$ cat config.mk
export PLATFORM = sky130hd
export DESIGN_NAME = wavegen_core
export DESIGN_NICKNAME = d
export VERILOG_FILES = /design/src/rtl/dds_pkg.sv /design/src/rtl/dds_phase_acc.sv /design/src/rtl/dds_sine_rom.sv /design/src/rtl/dds_wave_shaper.sv /design/src/rtl/wavegen_core.sv
export SDC_FILE = /design/constraint.sdc
export NUM_CORES = 1
export LEC_CHECK = 0
export BUFFER_PORTS_ARGS = -buffer_cell sky130_fd_sc_hd__buf_2
export CAP_MARGIN = 20
export CELL_PAD_IN_SITES_DETAIL_PLACEMENT = 1
export CELL_PAD_IN_SITES_GLOBAL_PLACEMENT = 2
export CORE_MARGIN = 4
export CORE_UTILIZATION = 37
export DETAILED_ROUTE_END_ITERATION = 8
export GPL_TIMING_DRIVEN = 0
export PLACE_DENSITY = 0.94
export SLEW_MARGIN = 20
export SYNTH_ARGS = -nofsm -noshare
export SYNTH_HDL_FRONTEND = slang
export SYNTH_HIERARCHICAL = 1
export SYNTH_SLANG_ARGS = --single-unit
$ cat constraint.sdc
create_clock -name clk -period 12.18 [get_ports clk]
set_clock_uncertainty 0.2 [all_clocks]
set_input_delay 0.609 -clock clk [delete_from_list [all_inputs] [get_ports clk]]
set_output_delay 0.609 -clock clk [all_outputs]
set_load 0.01 [all_outputs]
$ cat src/rtl/dds_pkg.sv
// Package: shared control bundle and the elaboration-time sine magnitude
// function for the waveform oscillator. Assumes integer-only math.
package dds_pkg;

    typedef struct packed {
        logic clear;
        logic freeze;
        logic mute;
        logic sq_mode;
        logic sq_full;
        logic tri_mode;
    } wave_ctl_t;

    // Rounded amp*sin((2i+1)*90/(2n) degrees) via a rational sine approximation.
    function automatic int sine_mag(input int idx, input int aw, input int amp);
        longint n, a, q, num, den;
        n   = longint'(1) << aw;
        a   = (2 * longint'(idx) + 1) * 45;
        q   = a * (180 * n - a);
        num = 4 * q;
        den = 40500 * n * n - q;
        return int'((2 * longint'(amp) * num + den) / (2 * den));
    endfunction

endpackage

$ cat src/rtl/dds_phase_acc.sv
// Phase accumulator with a divide-by-two of its MSB.
// Assumes: step is stable around the edge; clear outranks freeze.
module dds_phase_acc #(
    parameter int ACC_W = 28
) (
    input  logic             clk,
    input  logic             rst_n,
    input  logic             clear,
    input  logic             freeze,
    input  logic [ACC_W-1:0] step,
    output logic [ACC_W-1:0] acc,
    output logic             half_sq
);
    localparam int MSB = ACC_W - 1;

    logic [ACC_W-1:0] acc_nxt;
    logic             msb_rise;

    // Next accumulator value and detection of a 0->1 MSB transition.
    always_comb begin
        acc_nxt  = acc + step;
        msb_rise = !acc[MSB] && acc_nxt[MSB];
    end

    // Accumulator and half-rate divider registers.
    always_ff @(posedge clk) begin
        if (!rst_n || clear) begin
            acc     <= '0;
            half_sq <= 1'b0;
        end else if (!freeze) begin
            acc <= acc_nxt;
            if (msb_rise) half_sq <= !half_sq;
        end
    end

    assert_clear_zero_R4: assert property (@(posedge clk) disable iff (!rst_n)
        clear |=> (acc == '0) && !half_sq);

    assert_freeze_hold_R5: assert property (@(posedge clk) disable iff (!rst_n)
        (freeze && !clear) |=> $stable(acc) && $stable(half_sq));

    assert_half_flip_R9: assert property (@(posedge clk) disable iff (!rst_n)
        $rose(acc[MSB]) |-> (half_sq != $past(half_sq)));

endmodule

$ cat src/rtl/dds_sine_rom.sv
// Quarter-wave sine lookup expanded to a full unsigned cycle.
// Assumes: ph carries two quadrant bits above LUT_AW index bits.
module dds_sine_rom #(
    parameter int LUT_AW = 8,
    parameter int OUT_W  = 10
) (
    input  logic [LUT_AW+1:0] ph,
    output logic [OUT_W-1:0]  smp
);
    localparam int DEPTH = 1 << LUT_AW;
    localparam int AMP   = (1 << (OUT_W - 1)) - 1;
    localparam logic [OUT_W-1:0] MID = OUT_W'(1 << (OUT_W - 1));

    logic [OUT_W-2:0]  lut [DEPTH];
    logic [1:0]        quad;
    logic [LUT_AW-1:0] idx;
    logic [OUT_W-1:0]  mag;

    // Constant table entries built at elaboration.
    for (genvar g = 0; g < DEPTH; g++) begin : g_lut
        assign lut[g] = (OUT_W-1)'(dds_pkg::sine_mag(g, LUT_AW, AMP));
    end

    // Mirror the index in odd quadrants, negate in the lower half.
    always_comb begin
        quad = ph[LUT_AW+1:LUT_AW];
        idx  = quad[0] ? ~ph[LUT_AW-1:0] : ph[LUT_AW-1:0];
        mag  = {1'b0, lut[idx]};
        smp  = quad[1] ? (MID - 1'b1 - mag) : (MID + mag);
    end

endmodule

$ cat src/rtl/dds_wave_shaper.sv
// Turns a phase word into sine, triangle or square output.
// Assumes: PH_W >= OUT_W + 1 and PH_W >= LUT_AW + 2.
module dds_wave_shaper
    import dds_pkg::*;
#(
    parameter int PH_W   = 12,
    parameter int OUT_W  = 10,
    parameter int LUT_AW = 8
) (
    input  logic [PH_W-1:0]  ph,
    input  logic             acc_msb,
    input  logic             half_sq,
    input  wave_ctl_t        ctl,
    output logic [OUT_W-1:0] sample,
    output logic             sq_out
);
    logic [OUT_W-1:0] sine_s;
    logic [OUT_W:0]   fold;
    logic [OUT_W-1:0] tri_s;
    logic             unused_ph;

    assign unused_ph = ^ph;

    dds_sine_rom #(.LUT_AW(LUT_AW), .OUT_W(OUT_W)) u_rom (
        .ph  (ph[PH_W-1 -: LUT_AW+2]),
        .smp (sine_s)
    );

    // Triangle by folding the top OUT_W+1 phase bits about the midpoint.
    always_comb begin
        fold  = ph[PH_W-1 -: OUT_W+1];
        tri_s = fold[OUT_W] ? ~fold[OUT_W-1:0] : fold[OUT_W-1:0];
    end

    // Mode selection and muting of the sample path.
    always_comb begin
        sq_out = ctl.sq_mode && (ctl.sq_full ? acc_msb : half_sq);
        if (ctl.mute)          sample = '0;
        else if (ctl.sq_mode)  sample = {OUT_W{sq_out}};
        else if (ctl.tri_mode) sample = tri_s;
        else                   sample = sine_s;
    end

endmodule

$ cat src/rtl/wavegen_core.sv
// Top of the oscillator: bank selection, phase offset, shaping.
// Assumes: register values are stable, synchronous to clk.
module wavegen_core
    import dds_pkg::*;
#(
    parameter int ACC_W  = 28,
    parameter int PH_W   = 12,
    parameter int OUT_W  = 10,
    parameter int LUT_AW = 8
) (
    input  logic             clk,
    input  logic             rst_n,
    input  logic [ACC_W-1:0] freq_a,
    input  logic [ACC_W-1:0] freq_b,
    input  logic [PH_W-1:0]  phase_a,
    input  logic [PH_W-1:0]  phase_b,
    input  logic             freq_pick,
    input  logic             phase_pick,
    input  logic             acc_clear,
    input  logic             acc_freeze,
    input  logic             dac_mute,
    input  logic             sq_mode,
    input  logic             sq_full,
    input  logic             tri_mode,
    output logic [OUT_W-1:0] sample,
    output logic             sq_out
);
    wave_ctl_t        ctl;
    logic [ACC_W-1:0] step;
    logic [PH_W-1:0]  offs;
    logic [ACC_W-1:0] acc_w;
    logic             half_w;
    logic [PH_W-1:0]  ph;

    // Bundle control fields for the shaper.
    always_comb begin
        ctl.clear    = acc_clear;
        ctl.freeze   = acc_freeze;
        ctl.mute     = dac_mute;
        ctl.sq_mode  = sq_mode;
        ctl.sq_full  = sq_full;
        ctl.tri_mode = tri_mode;
    end

    // Bank selection and phase offset addition.
    always_comb begin
        step = freq_pick  ? freq_b  : freq_a;
        offs = phase_pick ? phase_b : phase_a;
        ph   = acc_w[ACC_W-1 -: PH_W] + offs;
    end

    dds_phase_acc #(.ACC_W(ACC_W)) u_acc (
        .clk     (clk),
        .rst_n   (rst_n),
        .clear   (ctl.clear),
        .freeze  (ctl.freeze),
        .step    (step),
        .acc     (acc_w),
        .half_sq (half_w)
    );

    dds_wave_shaper #(.PH_W(PH_W), .OUT_W(OUT_W), .LUT_AW(LUT_AW)) u_shape (
        .ph      (ph),
        .acc_msb (acc_w[ACC_W-1]),
        .half_sq (half_w),
        .ctl     (ctl),
        .sample  (sample),
        .sq_out  (sq_out)
    );

    // advance equals the word chosen by the bank select.
    assert_acc_step_R1: assert property (@(posedge clk) disable iff (!rst_n)
        (!acc_clear && !acc_freeze) |=>
        (acc_w == $past(acc_w) + (($past(freq_pick)) ? $past(freq_b) : $past(freq_a))));

    assert_mute_zero_R10: assert property (@(posedge clk) disable iff (!rst_n)
        dac_mute |-> (sample == '0));

    assert_sq_idle_R8: assert property (@(posedge clk) disable iff (!rst_n)
        !sq_mode |-> !sq_out);

endmodule

After elaboration in Yosys (flattened, before gate mapping)
Memory sizes are Yosys's and may differ from the RTL's. Cells that the tools add are included.

Register bits: 29. ROM bits: 2304. Input bits: 90. Output and inout bits: 11. Logic and storage cells: 30. Memories: 1.

Memories: (no name shown) (words 256, bits a word 9, read ports 1, clocked after memory_dff 0, wr ports 0, line dds_sine_rom.sv:28) `mag = {1'b0, lut[idx]};`.

$add $sub $neg: 4. Order comparisons: 1. Muxes and demuxes: 11. Bitwise gates (word level): 4. Reductions and logical operators: 7.

Operators by type and width (count): 10-bit two-way mux (5); 28-bit adder (1); 28-bit two-way mux (1); 9-bit two-way mux (2); 12-bit adder (1); 12-bit two-way mux (1); 10-bit by 9-bit adder with 10-bit output, first input constant (1); 10-bit inverter (1); 9-bit by 9-bit subtractor with 10-bit output, first input constant (1); 9-bit greater-or-equal comparator, second input constant (1); 8-bit inverter with 9-bit output (1); 8-bit two-way mux (1); 8-bit inverter (1); 1-bit zero test (3); 1-bit logical AND (2); 2-bit AND reduction (1); 1-bit logical OR (1); 1-bit two-way mux (1); 1-bit inverter (1).

Logic depth before layout (Yosys ltp)
Gate-level depths: netlist (run 1).

Depth after elaboration: 13. Gate-level depth with buffers: 27.

Hierarchy
Netlist (run 1), hierarchy kept.

Modules (own cells, without submodules): dds_sine_rom (times used 1, cells each 677, area each 4266.6 µm², sequential area each 0.0 µm²); dds_phase_acc (times used 1, cells each 304, area each 2406.1 µm², sequential area each 580.6 µm²); wavegen_core (times used 1, cells each 103, area each 969.7 µm², sequential area each 0.0 µm²); dds_wave_shaper (times used 1, cells each 40, area each 264.0 µm², sequential area each 0.0 µm²).

Worst setup path before layout (run 1)
OpenSTA, ideal clock, no wires.

Path type: input to output. From: input port phase_pick. To: output port sample[2]. Arrival time: 5.602 ns. Required time: 11.371 ns. Path slack: 5.769 ns. Stages: 26. Cells stage by stage: buf_1 mux2_2 ha_1 clkbuf_1 nand4_1 or3_1 nand4_1 a21oi_1 xnor2_1 buf_6 buf_4 buf_4 buf_2 xnor2_1 inv_1 ha_1 buf_2 or2b_1 a21oi_1 a2111oi_0 or4_1 o211ai_1 a211oi_2 xnor2_1 o22ai_1 nor2_1.

Elaborated cells between the ends (all ways): 16.

RTL lines: start: declaration (line wavegen_core.sv:18) `input logic phase_pick,`; 12-bit two-way mux (*) (line wavegen_core.sv:48) `offs = phase_pick ? phase_b : phase_a;`; 12-bit adder (*) (line wavegen_core.sv:49) `ph = acc_w[ACC_W-1 -: PH_W] + offs;`; via ph[10] (line wavegen_core.sv:33) `logic [PH_W-1:0] ph;`; 8-bit two-way mux (*) (line dds_sine_rom.sv:27) `idx = quad[0] ? ~ph[LUT_AW-1:0] : ph[LUT_AW-1:0];`; 8-bit inverter with 9-bit output (not written as such) (*) (line dds_sine_rom.sv:28); memory 256 x 9 bit (*); 9-bit two-way mux (not written as such) (*) (2 in a row) (line dds_sine_rom.sv:28); 10-bit by 9-bit adder with 10-bit output / 9-bit by 9-bit subtractor with 10-bit output (equally long branches) (line dds_sine_rom.sv:29) `smp = quad[1] ? (MID - 1'b1 - mag) : (MID + mag);`; 10-bit two-way mux (*) (line dds_sine_rom.sv:29); via u_shape.sine_s[2] (line dds_wave_shaper.sv:17) `logic [OUT_W-1:0] sine_s;`; 10-bit two-way mux (*) (line dds_wave_shaper.sv:40) `else if (ctl.tri_mode) sample = tri_s;`; 10-bit two-way mux (*) (line dds_wave_shaper.sv:39) `else if (ctl.sq_mode) sample = {OUT_W{sq_out}};`; 10-bit two-way mux (*) (line dds_wave_shaper.sv:38) `if (ctl.mute) sample = '0;`; end: declaration (line wavegen_core.sv:25) `output logic [OUT_W-1:0] sample,`.

The timed path passes the listed nets; every way through them passes the cells marked *. The select of a mux whose other input is x is not followed.

Worst setup path in the final report (run 1)
From: input port phase_pick. To: output port sample[1].

Same word-level chain as after synthesis.

==> results of run 1 <==
critical path, delay by kind of cell:
family / cells / cell delay [ps]
compound gates: 7 / 1730
xor+xnor: 3 / 1160
fa+ha+maj: 2 / 440
buf+inv: 11 / 3060
mux: 2 / 550
simple gates: 4 / 610
layout make-up:
| type | count | share of cell area [%] |
|---|---|---|
| Multi-Input combinational cell | 970 | 74.4 |
| Clock inverter | 1 | 0.0562 |
| Inverter | 24 | 1.01 |
| Tap cell | 275 | 3.86 |
| Buffer | 101 | 6.89 |
| Clock buffer | 7 | 1.71 |
| Sequential cell | 29 | 6.52 |
| Timing Repair Buffer | 99 | 5.56 |
power by group:
part | leakage (nW) | internal [mW] | switching, mW
sequential | 0.236 | 0.0999 | 0.00496
combinational | 3.39 | 0.378 | 0.853
clock | 0.0799 | 0.0865 | 0.0485
metal layers:
| layer | vias to the layer above | share of wire [%] | GRT usage, % |
|---|---|---|---|
| li1 | 4411 | - | - |
| met5 | - | 0.031 | 0 |
| met4 | 2 | 6.5 | 17.6 |
| met1 | 4799 | 41 | 48.3 |
| met2 | 693 | 41 | 54.0 |
| met3 | 212 | 12 | 9.68 |
registers in the layout (all words and copies together), names as in the netlist:
signal and flops:
u_acc/acc 28, u_acc/half_sq 1
metrics by stage:
stage	setup WS (ps)	hold slack, ps
finish	3180	301
global route	2870	330
floorplan	5770	258
detailed placement	3470	289
CTS	3450	301
global placement	3440	276
cell usage in the layout, fill, tap and decap left out, drive strengths merged, types with 18 or more instances in the layout:
cell type	instances
a21o	22
a21oi	115
a31oi	18
buf	174
clkbuf	33
dfxtp	29
ha	46
inv	23
mux2	40
mux2i	26
nand2	71
nand2b	35
nand3	28
nor2	108
nor2b	31
nor3	28
o211ai	20
o21ai	88
o22ai	25
xnor2	32
xor2	31
synth_stat cells (all sizes together) (28+ instances only):
cell / instances / area [um^2]
a21oi: 115 / 587
xor2: 31 / 279
buf: 75 / 513
nor3: 28 / 150
nand2b: 35 / 219
xnor2: 32 / 288
nand3: 28 / 140
o21ai: 88 / 448
ha: 46 / 576
nand2: 71 / 267
nor2: 108 / 418
mux2: 40 / 450
nor2b: 31 / 199
dfxtp: 29 / 581
logic make-up (layout without fill, tap and decap cells):
logic type               Yosys count  in the layout  share of synthesized area [%]
buffers and inverters            125            232                           8.89
XOR/XNOR                          63             63                           7.17
AO/OA/AOI/OAI                    428            428                           36.4
adder cells (fa/ha/maj)           48             48                           7.79
flip-flops                        29             29                           7.34
AND/OR/NAND/NOR                  365            365                           23.4
multiplexers                      66             66                           8.99
how the worst max path moves through the flow:
stage               slack (ps)   endpoint  cells past startpoint
finish                    3180  sample[1]                     29
global route              2870  sample[1]                     29
CTS                       3450  sample[1]                     29
detailed placement        3470  sample[1]                     29
global placement          3440  sample[1]                     29
floorplan                 5770  sample[2]                     26
==> impl_metrics.tcl, run 1 <==
set metrics [dict create \
    finalPower_mw 1.47 \
    die_w_um 154 \
    max_stage_delay_ps 730 \
    grt_start_max_net_pins 11 \
    grt_pass1_vias 10100 \
    holdPathStages 2 \
    yosysSeqAreaShare_pct 7.34 \
    ctsHoldBuffers 0 \
    cts_setup_buffers 0 \
    die_h_um 154 \
    drc_errors 0 \
    critPathLaunchType "input port" \
    setup_tns_ps 0 \
    fillers 2734 \
    dieArea_mm2 0.0238 \
    netlist_area_mm2 0.00791 \
    viasPerCell 6.72 \
    register_area_um2 581 \
    fin_crit_ps 9000 \
    synth_ff_type "dfxtp_1" \
    syn_avg_cell_area_um2 7.03 \
    worst_pin_slew_ps 915 \
    cts.clk_slew.worst_paths_ps 50 \
    synth-edff-count 0 \
    clock_path_buffers 2 \
    worstReg2RegStart "u_acc/acc[0]" \
    crit_top_cell "buf_2" \
    dp_hpwl_um 34000 \
    insertion_delay_ps 280 \
    slew_viol_final 0 \
    dp_cells 1498 \
    yosysUniqueCellTypes 102 \
    grt_antenna_before_repair 1 \
    irDropWorstVdd_mv 0.0652 \
    vias 10100 \
    port_buffers 99 \
    num_io_pins 101 \
    dpl_cell_area_mm2 0.00875 \
    post-route-util_pct 42.4 \
    cts_buffers 5 \
    rrSetupSlack_ps 9040 \
    rr_worst_depth 11 \
    critical_path.max_fanout 10 \
    final_area_mm2 0.00890 \
    layoutNonFillerInstCount 1506 \
    rsz0062_at_grt "no" \
    cts-resized-gates 0 \
    core_area_mm2 0.0210 \
    setup_viol 0 \
    dr.pass1.iters 7 \
    p_leak_nw 3.70 \
    multiInputGateArea_mm2 0.00662 \
    relSlewSlack_pct 38.5 \
    drive_gt1_share_pct 21.0 \
    area_delta_synth_final_pct 12.6 \
    finalHoldViolations 0 \
    cts-htree-levels 2 \
    reg2reg_to "u_acc/acc[24]" \
    cts_root_buf "clkbuf_16" \
    yosys_warnings 6 \
    required_ps 11370 \
    gp_congestion 1.10 \
    synth_cells 1124 \
    cpMaxStageDelayCell "xnor2_1" \
    grt_remaining_overflow 0 \
    totalWireLength_um 44700 \
    worstPathArrival_ps 8190 \
    drtAntennaViolNets 0 \
    post-route-period-util_pct 73.9 \
    critPathKind "input port to output port" \
    crit_path_end_kind "output port" \
    finalNetCount 1368 \
    synthesis.nets 1262 \
    grt.total_usage_pct 36.2 \
    maxCapViolCount 0 \
    start_util_pct 37.6 \
    power_density_mw_per_mm2 165 \
    grt_first_pass_wirelength_um 65700 \
    crit_start "phase_pick" \
    fp-row-count 53 \
    ys_ff_latch 29 \
    async_flop_share_pct 0 \
    drt_iter0_drc 1125 \
    clkSinkCount 29 \
    status "finished, final reports clean" \
    max_freq_ghz 0.111 \
    holdCritStartpoint "u_acc/acc[2]" \
    wl_per_cell_um 29.7 \
    hp-class "register to register" \
    cts_tree "built" \
    antennaDiodeCount 0 \
    whs_endpoint "u_acc/acc[2]" \
]
Power figures use the tool's default switching activity.
==> run 2, diff against run 1 <==
--- a/config.mk
+++ b/config.mk
@@ -5,15 +5,16 @@
 export SDC_FILE = /design/constraint.sdc
 export NUM_CORES = 1
 export LEC_CHECK = 0
+export ABC_AREA = 1
 export BUFFER_PORTS_ARGS = -buffer_cell sky130_fd_sc_hd__buf_2
 export CAP_MARGIN = 20
 export CELL_PAD_IN_SITES_DETAIL_PLACEMENT = 1
 export CELL_PAD_IN_SITES_GLOBAL_PLACEMENT = 2
 export CORE_MARGIN = 4
-export CORE_UTILIZATION = 37
+export CORE_UTILIZATION = 27
 export DETAILED_ROUTE_END_ITERATION = 8
 export GPL_TIMING_DRIVEN = 0
-export PLACE_DENSITY = 0.94
+export PLACE_DENSITY = 0.83
 export SLEW_MARGIN = 20
 export SYNTH_ARGS = -nofsm -noshare
 export SYNTH_HDL_FRONTEND = slang
==> constraint.sdc (replaced) <==
create_clock -name clk -period 7.3 [get_ports clk]
set_clock_uncertainty 0.2 [all_clocks]
set_input_delay 0.365 -clock clk [delete_from_list [all_inputs] [get_ports clk]]
set_output_delay 0.365 -clock clk [all_outputs]
set_load 0.01 [all_outputs]
==> run 2 against run 1 <==
Count of clock-buffer cells in the layout stayed put. Combinational power increased by 3%. Power is 12% higher. Sequential share of layout area increased by 0.89 points. Setup slack got worse by 1400 ps. Synthesized area shrank 14%. Final area fell by 12%. Sequential power is 67% higher. Via count down 19%. Sequential cell count unchanged. Critical endpoint is now sample[2].
==> impl_metrics.tcl, run 2 <==
set metrics [dict create \
    status "finished, final reports clean" \
    viasPerCell 4.94 \
    synthMostInstantiatedCell "nand2_1" \
    register_area_um2 581 \
    dp_hpwl_um 22400 \
    die_h_um 167 \
    synth-edff-count 0 \
    fin_crit_ps 5540 \
    hp-class "input port to register" \
    crit_path_end_kind "output port" \
    async_flop_share_pct 0 \
    synthMuxAreaShare_pct 4.64 \
    relSlewSlack_pct 56.3 \
    rr_worst_depth 14 \
    synth-compound-area-share_pct 12.8 \
    synth_top_family_by_area "simple AND/OR/NAND/NOR gates" \
    regMostFlops "u_acc/acc" \
    port_buffers 98 \
    area_delta_synth_final_pct 15.3 \
    syn_avg_cell_area_um2 5.54 \
    start_util_pct 27.7 \
    critPathKind "input port to output port" \
    synth_area_leaders "nand2_1, nand3_1, dfxtp_1" \
    post-route-util_pct 31.9 \
    netlist_area_mm2 0.00679 \
    grt_pass1_vias 8369 \
    yosysSeqAreaShare_pct 8.55 \
    synth_xor_area_share_pct 3.50 \
    finalHoldViolations 0 \
    largest_reg_flops 28 \
    core_area_mm2 0.0245 \
    antennaDiodeCount 0 \
    worst_pin_slew_ps 655 \
    reg2reg_to "u_acc/acc[26]" \
    fp-row-count 57 \
    finalPower_mw 1.65 \
    grt_start_max_net_pins 11 \
    cts_root_buf "clkbuf_16" \
    final_area_mm2 0.00783 \
    drt_iter0_drc 486 \
    final_common_cell "nand2_1" \
    cts_tree "built" \
    required_ps 6730 \
    maxCapViolCount 0 \
    cts.clk_slew.worst_paths_ps 50 \
    critPathLaunchType "input port" \
    synthesis.nets 1363 \
    synth_cells 1225 \
    gp_congestion 0.935 \
    crit_start "phase_pick" \
    drc_errors 0 \
    drive_gt1_share_pct 19.0 \
    wl_per_cell_um 16.5 \
    setup_viol 0 \
    layout_common_cells "nand2_1, inv_1, nand3_1" \
    rrSetupSlack_ps 4880 \
    max_freq_ghz 0.181 \
    worstReg2RegStart "u_acc/acc[0]" \
    totalWireLength_um 27300 \
    vias 8172 \
    cts-htree-levels 2 \
    drtAntennaViolNets 0 \
    worstPathArrival_ps 4970 \
    cpMaxStageDelayCell "clkbuf_1" \
    synth_largest_area_cell "nand2_1" \
    layoutNonFillerInstCount 1654 \
    finalNetCount 1468 \
    multiInputGateArea_mm2 0.00535 \
    synth_ff_type "dfxtp_1" \
    max_stage_delay_ps 400 \
    crit_top_cell "nand2_1" \
    cts_setup_buffers 0 \
    dp_cells 1647 \
    dpl_cell_area_mm2 0.00769 \
    num_io_pins 101 \
    rsz0062_at_grt "no" \
    grt.total_usage_pct 19.2 \
    largestRegisters "u_acc/acc: 28 flops, u_acc/half_sq: 1 flops" \
    grt_antenna_before_repair 0 \
    yosys_warnings 6 \
    setup_tns_ps 0 \
    clock_path_buffers 2 \
    grt_remaining_overflow 0 \
    synth_common_cells "nand2_1, inv_1, nand3_1" \
    slew_viol_final 0 \
    synth_simple_gate_area_share_pct 48.7 \
    p_leak_nw 4.50 \
    grt_first_pass_wirelength_um 44100 \
    post-route-period-util_pct 75.8 \
    dr.pass1.iters 5 \
    cts-resized-gates 0 \
    fillers 3389 \
    clkSinkCount 29 \
    yosysUniqueCellTypes 44 \
    ctsHoldBuffers 0 \
    ys_ff_latch 29 \
    crit_end "sample[2]" \
    synthAdderAreaFrac_pct 9.06 \
    irDropWorstVdd_mv 0.0754 \
    dieArea_mm2 0.0278 \
    synth_top_area_share_pct 24.0 \
    critical_path.max_fanout 10 \
    cts_buffers 5 \
    power_density_mw_per_mm2 211 \
    die_w_um 167 \
    insertion_delay_ps 270 \
]
[run 2: cell type report]
type	count	share of cell area [%]
timing repair buffer	98	6.26
clock buffer	7	1.82
buffer	36	3.60
sequential	29	7.41
tap	324	5.18
multi-input combinational	1005	68.3
inverter	155	7.43
[run 2: cell families after synthesis]
group | after synthesis
AOI/OAI and AO/OA | 150
xor gates and xnor gates | 25
DFF | 29
adders and majority gates | 48
and+or+nand+nor | 754
muxes | 28
buffers and inverters | 191
[run 2: power breakdown]
part           switching, mW  internal, mW  total [mW]
registers            0.00772         0.167       0.175
clock network         0.0749         0.134       0.209
logic                  0.865         0.401        1.27
[run 2: worst min-delay path by stage]
stage / slack [ps] / depth (start not counted) / from / to
finish: 210 / 3 / acc_freeze / u_acc/acc[1]
floorplan: 250 / 2 / u_acc/acc[0] / u_acc/acc[0]
detailed placement: 280 / 2 / u_acc/acc[0] / u_acc/acc[0]
CTS: 210 / 3 / acc_freeze / u_acc/acc[1]
global route: 230 / 3 / acc_freeze / u_acc/acc[0]
global placement: 260 / 2 / u_acc/acc[0] / u_acc/acc[0]
[run 2: worst max-delay path, delay by kind of cell]
kind	cells	cell delay, ps
compound gates	2	400
fa+ha+maj	2	630
buf+inv	8	1210
simple gates	22	2340
[run 2: metal layers]
metal,part of all wire (%),wire (um),GRT usage (%),vias up
li1,-,-,-,4119
met1,48,13000,27.0,3819
met2,46,12600,32.7,208
met3,5.0,1380,1.83,26
met4,1.1,305,2.92,0
met5,0,0,0,-
[run 2: through the flow]
step / worst slack, ps / hold slack [ps]
2_1_floorplan: 3120 / 247
3_3_place_gp: 1830 / 256
3_5_place_dp: 1730 / 276
4_1_cts: 1720 / 207
5_1_grt: 1190 / 229
6_report: 1760 / 213
==> run 3, diff against run 2 <==
--- a/config.mk
+++ b/config.mk
@@ -11,10 +11,10 @@
 export CELL_PAD_IN_SITES_DETAIL_PLACEMENT = 1
 export CELL_PAD_IN_SITES_GLOBAL_PLACEMENT = 2
 export CORE_MARGIN = 4
-export CORE_UTILIZATION = 27
+export CORE_UTILIZATION = 30
 export DETAILED_ROUTE_END_ITERATION = 8
 export GPL_TIMING_DRIVEN = 0
-export PLACE_DENSITY = 0.83
+export PLACE_DENSITY = 0.87
 export SLEW_MARGIN = 20
 export SYNTH_ARGS = -nofsm -noshare
 export SYNTH_HDL_FRONTEND = slang
==> constraint.sdc (replaced) <==
create_clock -name clk -period 5.6 [get_ports clk]
set_clock_uncertainty 0.2 [all_clocks]
set_input_delay 0.28 -clock clk [delete_from_list [all_inputs] [get_ports clk]]
set_output_delay 0.28 -clock clk [all_outputs]
set_load 0.01 [all_outputs]
==> run 3 against run 2 <==
Setup slack lost 1200 ps. First-iteration DRC count grew 12%. Critical path depth is the same. Die area shrank 9.5%. Sequential cell count is the same. Sequential share of layout area is essentially flat. Wire length shrank 1.7%. Largest power group unchanged. Cell count shrank 2.6%.
==> impl_metrics.tcl, run 3 (synthesis gave the netlist of run 2 again) <==
set metrics [dict create \
    drt_iter0_drc 545 \
    crit_path_end_kind "output port" \
    cpMaxStageDelayCell "ha_1" \
    grt.total_usage_pct 21.3 \
    drive_gt1_share_pct 19.2 \
    worst_pin_slew_ps 648 \
    gp_congestion 0.946 \
    finalNetCount 1468 \
    worstReg2RegStart "u_acc/acc[0]" \
    fp-row-count 54 \
    critPathLaunchType "input port" \
    rr_worst_depth 14 \
    drtAntennaViolNets 0 \
    reg2reg_to "u_acc/acc[26]" \
    holdCritStartpoint "acc_freeze" \
    grt_remaining_overflow 0 \
    grt_antenna_before_repair 0 \
    area_delta_synth_final_pct 14.5 \
    worstPathArrival_ps 4610 \
    rsz0062_at_grt "no" \
    cts_root_buf "clkbuf_16" \
    layoutNonFillerInstCount 1611 \
    viasPerCell 5.04 \
    dp_cells 1603 \
    max_stage_delay_ps 390 \
    cts_buffers 5 \
    insertion_delay_ps 280 \
    clkSinkCount 29 \
    crit_top_cell "nand2_1" \
    status "finished, final reports clean" \
    vias 8124 \
    clock_path_buffers 2 \
    final_common_cell "nand2_1" \
    grt_first_pass_wirelength_um 42800 \
    cts_tree "built" \
    drc_errors 0 \
    max_freq_ghz 0.197 \
    layout_common_cells "nand2_1, inv_1, nand3_1" \
    regMostFlops "u_acc/acc" \
    relSlewSlack_pct 56.8 \
    maxCapViolCount 0 \
    antennaDiodeCount 0 \
    slew_viol_final 0 \
    totalWireLength_um 26800 \
    setup_tns_ps 0 \
    hp-class "input port to register" \
    post-route-period-util_pct 90.8 \
    critPathKind "input port to output port" \
    cts.clk_slew.worst_paths_ps 50 \
    irDropWorstVdd_mv 0.112 \
    cts-htree-levels 2 \
    die_w_um 158 \
    required_ps 5120 \
    dr.pass1.iters 5 \
    dp_hpwl_um 22000 \
    setup_viol 0 \
    core_area_mm2 0.0220 \
    start_util_pct 30.8 \
    finalHoldViolations 0 \
    rrSetupSlack_ps 3190 \
    port_buffers 98 \
    ctsHoldBuffers 0 \
    largest_reg_flops 28 \
    largestRegisters "u_acc/acc: 28 flops, u_acc/half_sq: 1 flops" \
    die_h_um 158 \
    dpl_cell_area_mm2 0.00763 \
    final_area_mm2 0.00778 \
    grt_pass1_vias 8094 \
    holdPathStages 3 \
    wl_per_cell_um 16.7 \
    critical_path.max_fanout 10 \
    grt_start_max_net_pins 11 \
    num_io_pins 101 \
    dieArea_mm2 0.0251 \
    post-route-util_pct 35.3 \
    power_density_mw_per_mm2 276 \
    p_leak_nw 4.51 \
    fin_crit_ps 5090 \
    finalPower_mw 2.15 \
    whs_endpoint "u_acc/acc[0]" \
]
==> run 3: cell count changes in the layout (fill, tap and decap cells not counted), sizes merged <==
cell / change
clkbuf: +1
==> run 3: how the worst max path moves through the flow <==
stage	to	depth (start not counted)	from
2_1_floorplan	sample[1]	32	phase_pick
3_3_place_gp	sample[2]	34	phase_pick
3_5_place_dp	sample[2]	35	phase_pick
4_1_cts	sample[2]	34	phase_pick
5_1_grt	sample[2]	35	phase_pick
6_report	sample[2]	34	phase_pick
==> run 3: timing repair <==
| item | CTS | global route |
|---|---|---|
| setup endpoints to repair | 0 | 4 |
| buffers inserted | 0 | 0 |
| gates resized for setup | 0 | 6 |
==> run 3: worst max-delay path: cells and delay by family <==
family                     cells  cell delay, ps
and+or+nand+nor               23            2440
buffers and inverters          8             950
adders and majority gates      2             770
AOI/OAI and AO/OA              1             140
==> run 3: routing by layer <==
| layer | GRT usage [%] | part of all wire (%) | vias up |
|---|---|---|---|
| met2 | 35.5 | 45 | 212 |
| met4 | 2.60 | 1.0 | 0 |
| met3 | 2.07 | 4.5 | 23 |
| met5 | 0 | 0 | - |
| li1 | - | - | 4127 |
| met1 | 30.6 | 49 | 3762 |
==> run 3: per-stage QoR <==
| step | setup WS, ps | hold slack (ps) |
|---|---|---|
| 2_1_floorplan | 1590 | 247 |
| 3_3_place_gp | 250 | 258 |
| 3_5_place_dp | 177 | 262 |
| 4_1_cts | 158 | 129 |
| 5_1_grt | 18.1 | 151 |
| 6_report | 515 | 134 |
==> run 3: cell type report <==
class	instances	area, um^2
plain buffers	36	284
clock buffers	8	136
fillers	3091	14200
inverters	155	582
multi-input cells	1005	5360
flip-flops and latches	29	581
well taps	280	350
repair buffers	98	490
==> run 3: power by group <==
group          leakage [nW]  internal (mW)  switching [mW]
Clock                0.0652          0.165           0.103
Sequential            0.237          0.217          0.0106
Combinational          4.21          0.524            1.13
